File: src/rtl/nand_seq_pkg.sv
package nand_seq_pkg;
  typedef enum logic [2:0] {
    OP_READ   = 3'd0,
    OP_SPARE  = 3'd1,
    OP_PROG   = 3'd2,
    OP_ERASE  = 3'd3,
    OP_STATUS = 3'd4,
    OP_RESET  = 3'd5
  } op_e;

  typedef enum logic [3:0] {
    S_IDLE, S_CMD, S_ADR, S_WDATA, S_CMD2, S_GAP,
    S_WAIT, S_STCMD, S_STRD, S_RDATA, S_DONE
  } state_e;
endpackage

File: src/rtl/nand_word_ctr.sv
module nand_word_ctr #(
  parameter int CW = 9
) (
  input  logic          clk_i,
  input  logic          rst_ni,
  input  logic          clr_i,
  input  logic          inc_i,
  input  logic [CW-1:0] lim_i,
  output logic          last_o
);
  logic [CW-1:0] cnt_q;

  always_ff @(posedge clk_i or negedge rst_ni) begin
    if (!rst_ni)    cnt_q <= '0;
    else if (clr_i) cnt_q <= '0;
    else if (inc_i) cnt_q <= cnt_q + CW'(1);
  end

  assign last_o = (cnt_q == lim_i - CW'(1));

  p_no_overrun_r8: assert property (@(posedge clk_i) disable iff (!rst_ni)
    inc_i |-> (cnt_q < lim_i));
endmodule

File: src/rtl/nand_busy_timer.sv
module nand_busy_timer #(
  parameter int TIMEOUT_CYC = 4096
) (
  input  logic clk_i,
  input  logic rst_ni,
  input  logic run_i,
  output logic expired_o
);
  localparam int TW = $clog2(TIMEOUT_CYC + 1);
  logic [TW-1:0] cnt_q;

  always_ff @(posedge clk_i or negedge rst_ni) begin
    if (!rst_ni)     cnt_q <= '0;
    else if (!run_i) cnt_q <= '0;
    else             cnt_q <= cnt_q + TW'(1);
  end

  assign expired_o = run_i && (cnt_q == TW'(TIMEOUT_CYC - 1));

  // needs TIMEOUT_CYC >= 2
  p_expire_after_run_r7: assert property (@(posedge clk_i) disable iff (!rst_ni)
    expired_o |-> $past(run_i));
endmodule

File: src/rtl/nand_page_seq.sv
module nand_page_seq
  import nand_seq_pkg::*;
#(
  parameter int DATA_WORDS  = 256,
  parameter int SPARE_WORDS = 8,
  parameter int ADDR_CYCLES = 3,
  parameter int TIMEOUT_CYC = 4096,
  parameter int FAIL_BIT    = 0,
  parameter logic [7:0] CMD_RD1  = 8'h00,
  parameter logic [7:0] CMD_RD2  = 8'h50,
  parameter logic [7:0] CMD_PRG1 = 8'h80,
  parameter logic [7:0] CMD_PRG2 = 8'h10,
  parameter logic [7:0] CMD_ERS1 = 8'h60,
  parameter logic [7:0] CMD_ERS2 = 8'hD0,
  parameter logic [7:0] CMD_STAT = 8'h70,
  parameter logic [7:0] CMD_RST  = 8'hFF
) (
  input  logic        clk_i,
  input  logic        rst_ni,
  input  logic        req_valid_i,
  output logic        req_ready_o,
  input  logic [2:0]  req_op_i,
  input  logic [8*ADDR_CYCLES-1:0] req_page_i,
  input  logic        wdata_valid_i,
  output logic        wdata_ready_o,
  input  logic [15:0] wdata_i,
  output logic        rdata_valid_o,
  input  logic        rdata_ready_i,
  output logic [15:0] rdata_o,
  output logic        done_o,
  output logic        err_o,
  output logic        fl_cmd_o,
  output logic        fl_adr_o,
  output logic        fl_wr_o,
  output logic        fl_rd_o,
  output logic [15:0] fl_dq_o,
  input  logic [15:0] fl_dq_i,
  input  logic        fl_busy_i
);
  localparam int PAGE_WORDS = DATA_WORDS + SPARE_WORDS;
  localparam int CW = $clog2(PAGE_WORDS + 1);
  localparam int PW = 8 * ADDR_CYCLES;
  localparam int AW = $clog2(ADDR_CYCLES + 1);

  state_e        state_q;
  op_e           op_q;
  logic [PW-1:0] page_q;
  logic [AW-1:0] adr_q;
  logic          err_q;
  logic [CW-1:0] lim;
  logic          xfer, ctr_last, expired;
  logic [7:0]    cmd1, cmd2;
  int unsigned   sel;

  always_comb begin
    unique case (op_q)
      OP_READ, OP_PROG: lim = CW'(PAGE_WORDS);
      OP_SPARE:         lim = CW'(SPARE_WORDS);
      default:          lim = CW'(1);
    endcase
    unique case (op_q)
      OP_READ:   cmd1 = CMD_RD1;
      OP_SPARE:  cmd1 = CMD_RD2;
      OP_PROG:   cmd1 = CMD_PRG1;
      OP_ERASE:  cmd1 = CMD_ERS1;
      OP_STATUS: cmd1 = CMD_STAT;
      default:   cmd1 = CMD_RST;
    endcase
    cmd2 = (op_q == OP_PROG) ? CMD_PRG2 : CMD_ERS2;
  end

  assign xfer = (state_q == S_RDATA && rdata_ready_i) ||
                (state_q == S_WDATA && wdata_valid_i);

  nand_word_ctr #(.CW(CW)) u_ctr (
    .clk_i  (clk_i),
    .rst_ni (rst_ni),
    .clr_i  (state_q != S_RDATA && state_q != S_WDATA),
    .inc_i  (xfer),
    .lim_i  (lim),
    .last_o (ctr_last)
  );

  nand_busy_timer #(.TIMEOUT_CYC(TIMEOUT_CYC)) u_tmr (
    .clk_i     (clk_i),
    .rst_ni    (rst_ni),
    .run_i     (state_q == S_WAIT && fl_busy_i),
    .expired_o (expired)
  );

  // bus side
  assign fl_cmd_o = (state_q == S_CMD) || (state_q == S_CMD2) || (state_q == S_STCMD);
  assign fl_adr_o = (state_q == S_ADR);
  assign fl_wr_o  = fl_cmd_o || fl_adr_o || (state_q == S_WDATA && wdata_valid_i);
  assign fl_rd_o  = (state_q == S_RDATA && rdata_ready_i) || (state_q == S_STRD);
  assign sel      = 8 * int'(adr_q);

  always_comb begin
    unique case (state_q)
      S_CMD:   fl_dq_o = {8'h00, cmd1};
      S_CMD2:  fl_dq_o = {8'h00, cmd2};
      S_STCMD: fl_dq_o = {8'h00, CMD_STAT};
      S_ADR:   fl_dq_o = {8'h00, page_q[sel +: 8]};
      S_WDATA: fl_dq_o = wdata_i;
      default: fl_dq_o = 16'h0000;
    endcase
  end

  // host side
  assign req_ready_o   = (state_q == S_IDLE);
  assign wdata_ready_o = (state_q == S_WDATA);
  assign rdata_valid_o = (state_q == S_RDATA);
  assign rdata_o       = fl_dq_i;
  assign done_o        = (state_q == S_DONE);
  assign err_o         = done_o && err_q;

  always_ff @(posedge clk_i or negedge rst_ni) begin
    if (!rst_ni) begin
      state_q <= S_CMD;
      op_q    <= OP_RESET;
      page_q  <= '0;
      adr_q   <= '0;
      err_q   <= 1'b0;
    end else begin
      unique case (state_q)
        S_IDLE: if (req_valid_i) begin
          page_q <= req_page_i;
          adr_q  <= '0;
          if (req_op_i > 3'd4) begin
            err_q   <= 1'b1;
            state_q <= S_DONE;
          end else begin
            err_q   <= 1'b0;
            op_q    <= op_e'(req_op_i);
            state_q <= S_CMD;
          end
        end
        S_CMD: begin
          if (op_q == OP_RESET)       state_q <= S_GAP;
          else if (op_q == OP_STATUS) state_q <= S_RDATA;
          else                        state_q <= S_ADR;
        end
        S_ADR: begin
          adr_q <= adr_q + AW'(1);
          if (adr_q == AW'(ADDR_CYCLES - 1)) begin
            if (op_q == OP_PROG)       state_q <= S_WDATA;
            else if (op_q == OP_ERASE) state_q <= S_CMD2;
            else                       state_q <= S_GAP;
          end
        end
        S_WDATA: if (xfer && ctr_last) state_q <= S_CMD2;
        S_CMD2:  state_q <= S_GAP;
        S_GAP:   state_q <= S_WAIT;  // device raises busy here
        S_WAIT: begin
          if (!fl_busy_i) begin
            if (op_q == OP_READ || op_q == OP_SPARE)      state_q <= S_RDATA;
            else if (op_q == OP_PROG || op_q == OP_ERASE) state_q <= S_STCMD;
            else                                          state_q <= S_IDLE;
          end else if (expired) begin
            err_q   <= 1'b1;
            state_q <= (op_q == OP_RESET) ? S_IDLE : S_DONE;
          end
        end
        S_STCMD: state_q <= S_STRD;
        S_STRD: begin
          err_q   <= fl_dq_i[FAIL_BIT];
          state_q <= S_DONE;
        end
        S_RDATA: if (xfer && ctr_last) state_q <= S_DONE;
        S_DONE:  state_q <= S_IDLE;
        default: state_q <= S_IDLE;
      endcase
    end
  end

  p_one_strobe_r10: assert property (@(posedge clk_i) disable iff (!rst_ni)
    $onehot0({fl_rd_o, fl_wr_o}));
  p_latch_kind_r2: assert property (@(posedge clk_i) disable iff (!rst_ni)
    (fl_cmd_o || fl_adr_o) |-> (fl_wr_o && !(fl_cmd_o && fl_adr_o)));
  p_no_read_busy_r9: assert property (@(posedge clk_i) disable iff (!rst_ni)
    fl_rd_o |-> !fl_busy_i);
  p_done_pulse_r10: assert property (@(posedge clk_i) disable iff (!rst_ni)
    done_o |=> (!done_o && req_ready_o));
  p_ready_quiet_r10: assert property (@(posedge clk_i) disable iff (!rst_ni)
    req_ready_o |-> (!fl_wr_o && !fl_rd_o && !rdata_valid_o));
  p_rd_stall_r8: assert property (@(posedge clk_i) disable iff (!rst_ni)
    (rdata_valid_o && !rdata_ready_i) |=> rdata_valid_o);
  p_wr_stall_r8: assert property (@(posedge clk_i) disable iff (!rst_ni)
    (wdata_ready_o && !wdata_valid_i) |=> (wdata_ready_o && !fl_cmd_o));
  p_bad_op_r11: assert property (@(posedge clk_i) disable iff (!rst_ni)
    (req_ready_o && req_valid_i && req_op_i > 3'd4) |=> (done_o && err_o && !fl_wr_o));
endmodule

File: config.mk
export PLATFORM = sky130hd
export DESIGN_NAME = nand_page_seq
export DESIGN_NICKNAME = d
export VERILOG_FILES = /design/src/rtl/nand_seq_pkg.sv /design/src/rtl/nand_word_ctr.sv /design/src/rtl/nand_busy_timer.sv /design/src/rtl/nand_page_seq.sv
export SDC_FILE = /design/constraint.sdc
export NUM_CORES = 1
export LEC_CHECK = 0
export BUFFER_PORTS_ARGS = -buffer_cell sky130_fd_sc_hd__buf_4
export CORE_UTILIZATION = 52
export DETAILED_ROUTE_END_ITERATION = 8
export HOLD_SLACK_MARGIN = 0.1
export PLACE_DENSITY = 0.81
export SYNTH_ARGS = -nofsm -noshare
export SYNTH_HDL_FRONTEND = slang
export SYNTH_SLANG_ARGS = --single-unit
File: constraint.sdc
create_clock -name clk_i -period 2.42 [get_ports clk_i]
set_clock_uncertainty 0.15 [all_clocks]
set_input_delay 0.242 -clock clk_i [delete_from_list [all_inputs] [get_ports clk_i]]
set_output_delay 0.242 -clock clk_i [all_outputs]
set_load 0.01 [all_outputs]
==> results.sh <==
export IMPL_setup_viol=0
export IMPL_nets=514
export IMPL_detail_route_wl_per_cell_um=16.43
export IMPL_dieHeight_um=82.77
export IMPL_worstHoldPathCells=4
export IMPL_yosysWarnings=0
export IMPL_min_delay_start="req_valid_i"
export IMPL_cts_tree="done"
export IMPL_leakagePower_nw=2.014
export IMPL_antennaDiodeCount=0
export IMPL_ff2ff_path_depth=6
export IMPL_cp_arrival_ns=1.98
export IMPL_ys_seq_area_frac=0.4142
export IMPL_ios=106
export IMPL_r2r_end="state_q[1]"
export IMPL_hold_viol=0
export IMPL_path_max_fanout=9
export IMPL_ant_nets=0
export IMPL_cp_required_ns=2.03
export IMPL_yosysUniqueCellTypes=55
export IMPL_startpoint="state_q[3]"
export IMPL_synthArstFlopShare=1.000
export IMPL_finalWeightedCongestion=0.8921
export IMPL_startpoint_type="flip-flop"
export IMPL_clock_root_buffer="clkbuf_8"
export IMPL_clockBufferDepth=2
export IMPL_fillers=486
export IMPL_grt_pass1_vias=2862
export IMPL_chipWidth_um=82.77
export IMPL_pre_cts_slack_ns=0.2586
export IMPL_hold_end="state_q[0]"
export IMPL_io_buffers=75
export IMPL_reg2reg_from="state_q[0]"
export IMPL_synth_edf_count=0
export IMPL_fin_ws_ns=0.04379
export IMPL_grt_max_degree=57
export IMPL_overflow=0
export IMPL_fp_row_count=29
export IMPL_globalRouteTotalUtil=0.2588
export IMPL_peakVddDrop_uv=340.3
export IMPL_grt_antenna_before_repair=0
export IMPL_hold_class="input pin to flip-flop"
export IMPL_powerDensity_nw_per_um2=438.3
export IMPL_path_class="flip-flop to output port"
export IMPL_clk_pin_slew_worst_paths_ns=0.10
export IMPL_setup_worst_path_end_class="output port"
export IMPL_slew_viol_final=0
export IMPL_cts_buffers=5
export IMPL_clkLatencyLatePin_ns=0.31
export IMPL_post_route_min_period_ns=2.376
export IMPL_drc_errors=0
export IMPL_rsz0062_at_grt="false"
export IMPL_start_util=0.5373
export IMPL_clkSinkCount=56
export IMPL_avgSynthCellArea_um2=9.501
export IMPL_ys_flop_type="dfrtp_1"
export IMPL_drive_gt1_frac=0.3154
export IMPL_syn_area_um2=3392
export IMPL_hpwlAfterDp_um=5977
export IMPL_fin_setup_tns_ns=0
export IMPL_syn_nets=425
export IMPL_dieArea_um2=6850
export IMPL_core_area_um2=6314
export IMPL_max_clock_freq_mhz=420.8
export IMPL_maxCapViolCount=0
export IMPL_ff2ff_setup_slack_ns=0.25
export IMPL_htree_levels=2
export IMPL_area_delta_synth_final_pct=27.37
export IMPL_first_pass_iters=6
export IMPL_first_iter_violations=289
export IMPL_grt_pass1_wl_um=13350
export IMPL_post_route_period_util=0.9819
export IMPL_slew_headroom=0.5318
export IMPL_ys_seq_elements=56
export IMPL_routed_wl_um=8607
export IMPL_holdWs_ns=0.1827
export IMPL_status="finished, final reports clean"
export IMPL_fin_util=0.6843
export IMPL_tightest_slew_ns=0.7023
export IMPL_viasPerCell=5.781
export IMPL_syn_inst=357
export IMPL_vias=3029
==> layer usage <==
layer | global-route usage | share of wire
met5 | 0 | 0
met1 | 0.3296 | 0.42
met2 | 0.4508 | 0.49
met4 | 0.07069 | 0.016
met3 | 0.04396 | 0.079
==> synth_stat cells (2+ instances only) <==
library cell  number  area (µm²)
o22ai_1            2       12.51
xnor2_1            9       78.83
nor2_1            45       168.9
clkbuf_8           2       27.53
o21ai_0           22       110.1
nor2b_1            5       31.28
a22oi_1            3       22.52
o2111ai_1          2       17.52
nand4_1            5       31.28
o21a_1             2       15.01
clkbuf_1          12       45.04
nand3_1           14       70.07
a221o_1            2       20.02
nand2b_1           5       31.28
a211oi_1           2       15.01
and3b_1            2       17.52
or3_1              4       25.02
a221oi_1           2       17.52
ha_1               3       37.54
xor2_1             7       61.31
nand2_1           15       56.30
and2_1            10       62.56
dfrtp_1           53        1326
mux2_2            28       315.3
and3_1             2       12.51
buf_4             16       120.1
a31oi_1            4       25.02
a21o_1             3       22.52
nor3_1            10       50.05
inv_1              7       26.28
a21oi_1           21       105.1
mux2i_1           10       100.1
dfstp_2            3       78.83
buf_2              4       20.02
==> how the worst max path moves through the flow <==
| stage | end | cells after the start |
|---|---|---|
| final | fl_dq_o[3] | 4 |
| after global placement | fl_dq_o[0] | 6 |
| after floorplan | fl_dq_o[0] | 6 |
| after detailed placement | fl_dq_o[0] | 6 |
| after global routing | fl_dq_o[0] | 4 |
| after CTS | fl_dq_o[7] | 6 |
==> cells in the final DEF (no fill, tap or decap), types with 14 or more instances in the layout <==
master and instances:
dlygate4sd3_1 28, buf_4 88, dfrtp_1 51, nor2_1 44
a21oi_1 21, nand3_1 14, nand2_1 15, o21ai_0 20
mux2_2 28
==> critical path: stages (launching register included) <==
cell,delay (ns)
dfrtp_2,0.49
or4b_4,0.59
buf_4,0.20
o21ai_0,0.23
buf_4,0.17
==> area by class of cell <==
| cell class | instances | area (µm²) | share of cell area |
|---|---|---|---|
| inverter | 7 | 26.28 | 0.006082 |
| timing repair buffer | 118 | 953.4 | 0.2207 |
| multi-input combinational | 258 | 1742 | 0.4031 |
| clock buffer | 5 | 68.82 | 0.01593 |
| sequential | 56 | 1411 | 0.3267 |
| clock inverter | 3 | 22.52 | 0.005213 |
| tap | 77 | 96.34 | 0.02230 |
==> where the power goes <==
group	internal [mW]	switching (mW)
clock network	0.208	0.320
logic	0.171	0.129
registers	0.990	0.0748
==> flip-flops by register name, indices dropped and copies added (netlist names) <==
register and cells:
state_q 4, u_tmr.cnt_q 13, err_q 1, u_ctr.cnt_q 9, op_q 3, adr_q 2, page_q 24
==> kinds of logic (layout without fill, tap and decap cells) <==
family | count (synthesis) | count (layout) | share of synthesized area
flip-flops | 56 | 56 | 0.4142
multiplexers | 38 | 38 | 0.1225
XOR/XNOR | 16 | 16 | 0.04131
AND/OR/NAND/NOR | 124 | 124 | 0.1918
adder cells (fa/ha/maj) | 3 | 3 | 0.01107
AO/OA/AOI/OAI | 77 | 77 | 0.1442
buffers and inverters | 43 | 133 | 0.07488
==> through the flow <==
stage               cells  instance area, µm²  power [mW]
finish                524                4320       1.894
global route          524                4320       1.970
CTS                   522                4297       1.894
detailed placement    486                3921       1.341
global placement      486                3921       1.331
floorplan             357                3392       1.245
==> timing repair <==
| action | CTS | global route |
|---|---|---|
| setup endpoints to repair | 6 | 8 |
| pin swaps | 0 | 0 |
| hold buffers | 28 | 0 |
| hold endpoints to repair | 80 | 0 |
| gates resized for setup | 2 | 6 |
| gates cloned | 0 | 0 |
| buffers inserted | 0 | 2 |
Power figures use the tool's default switching activity.
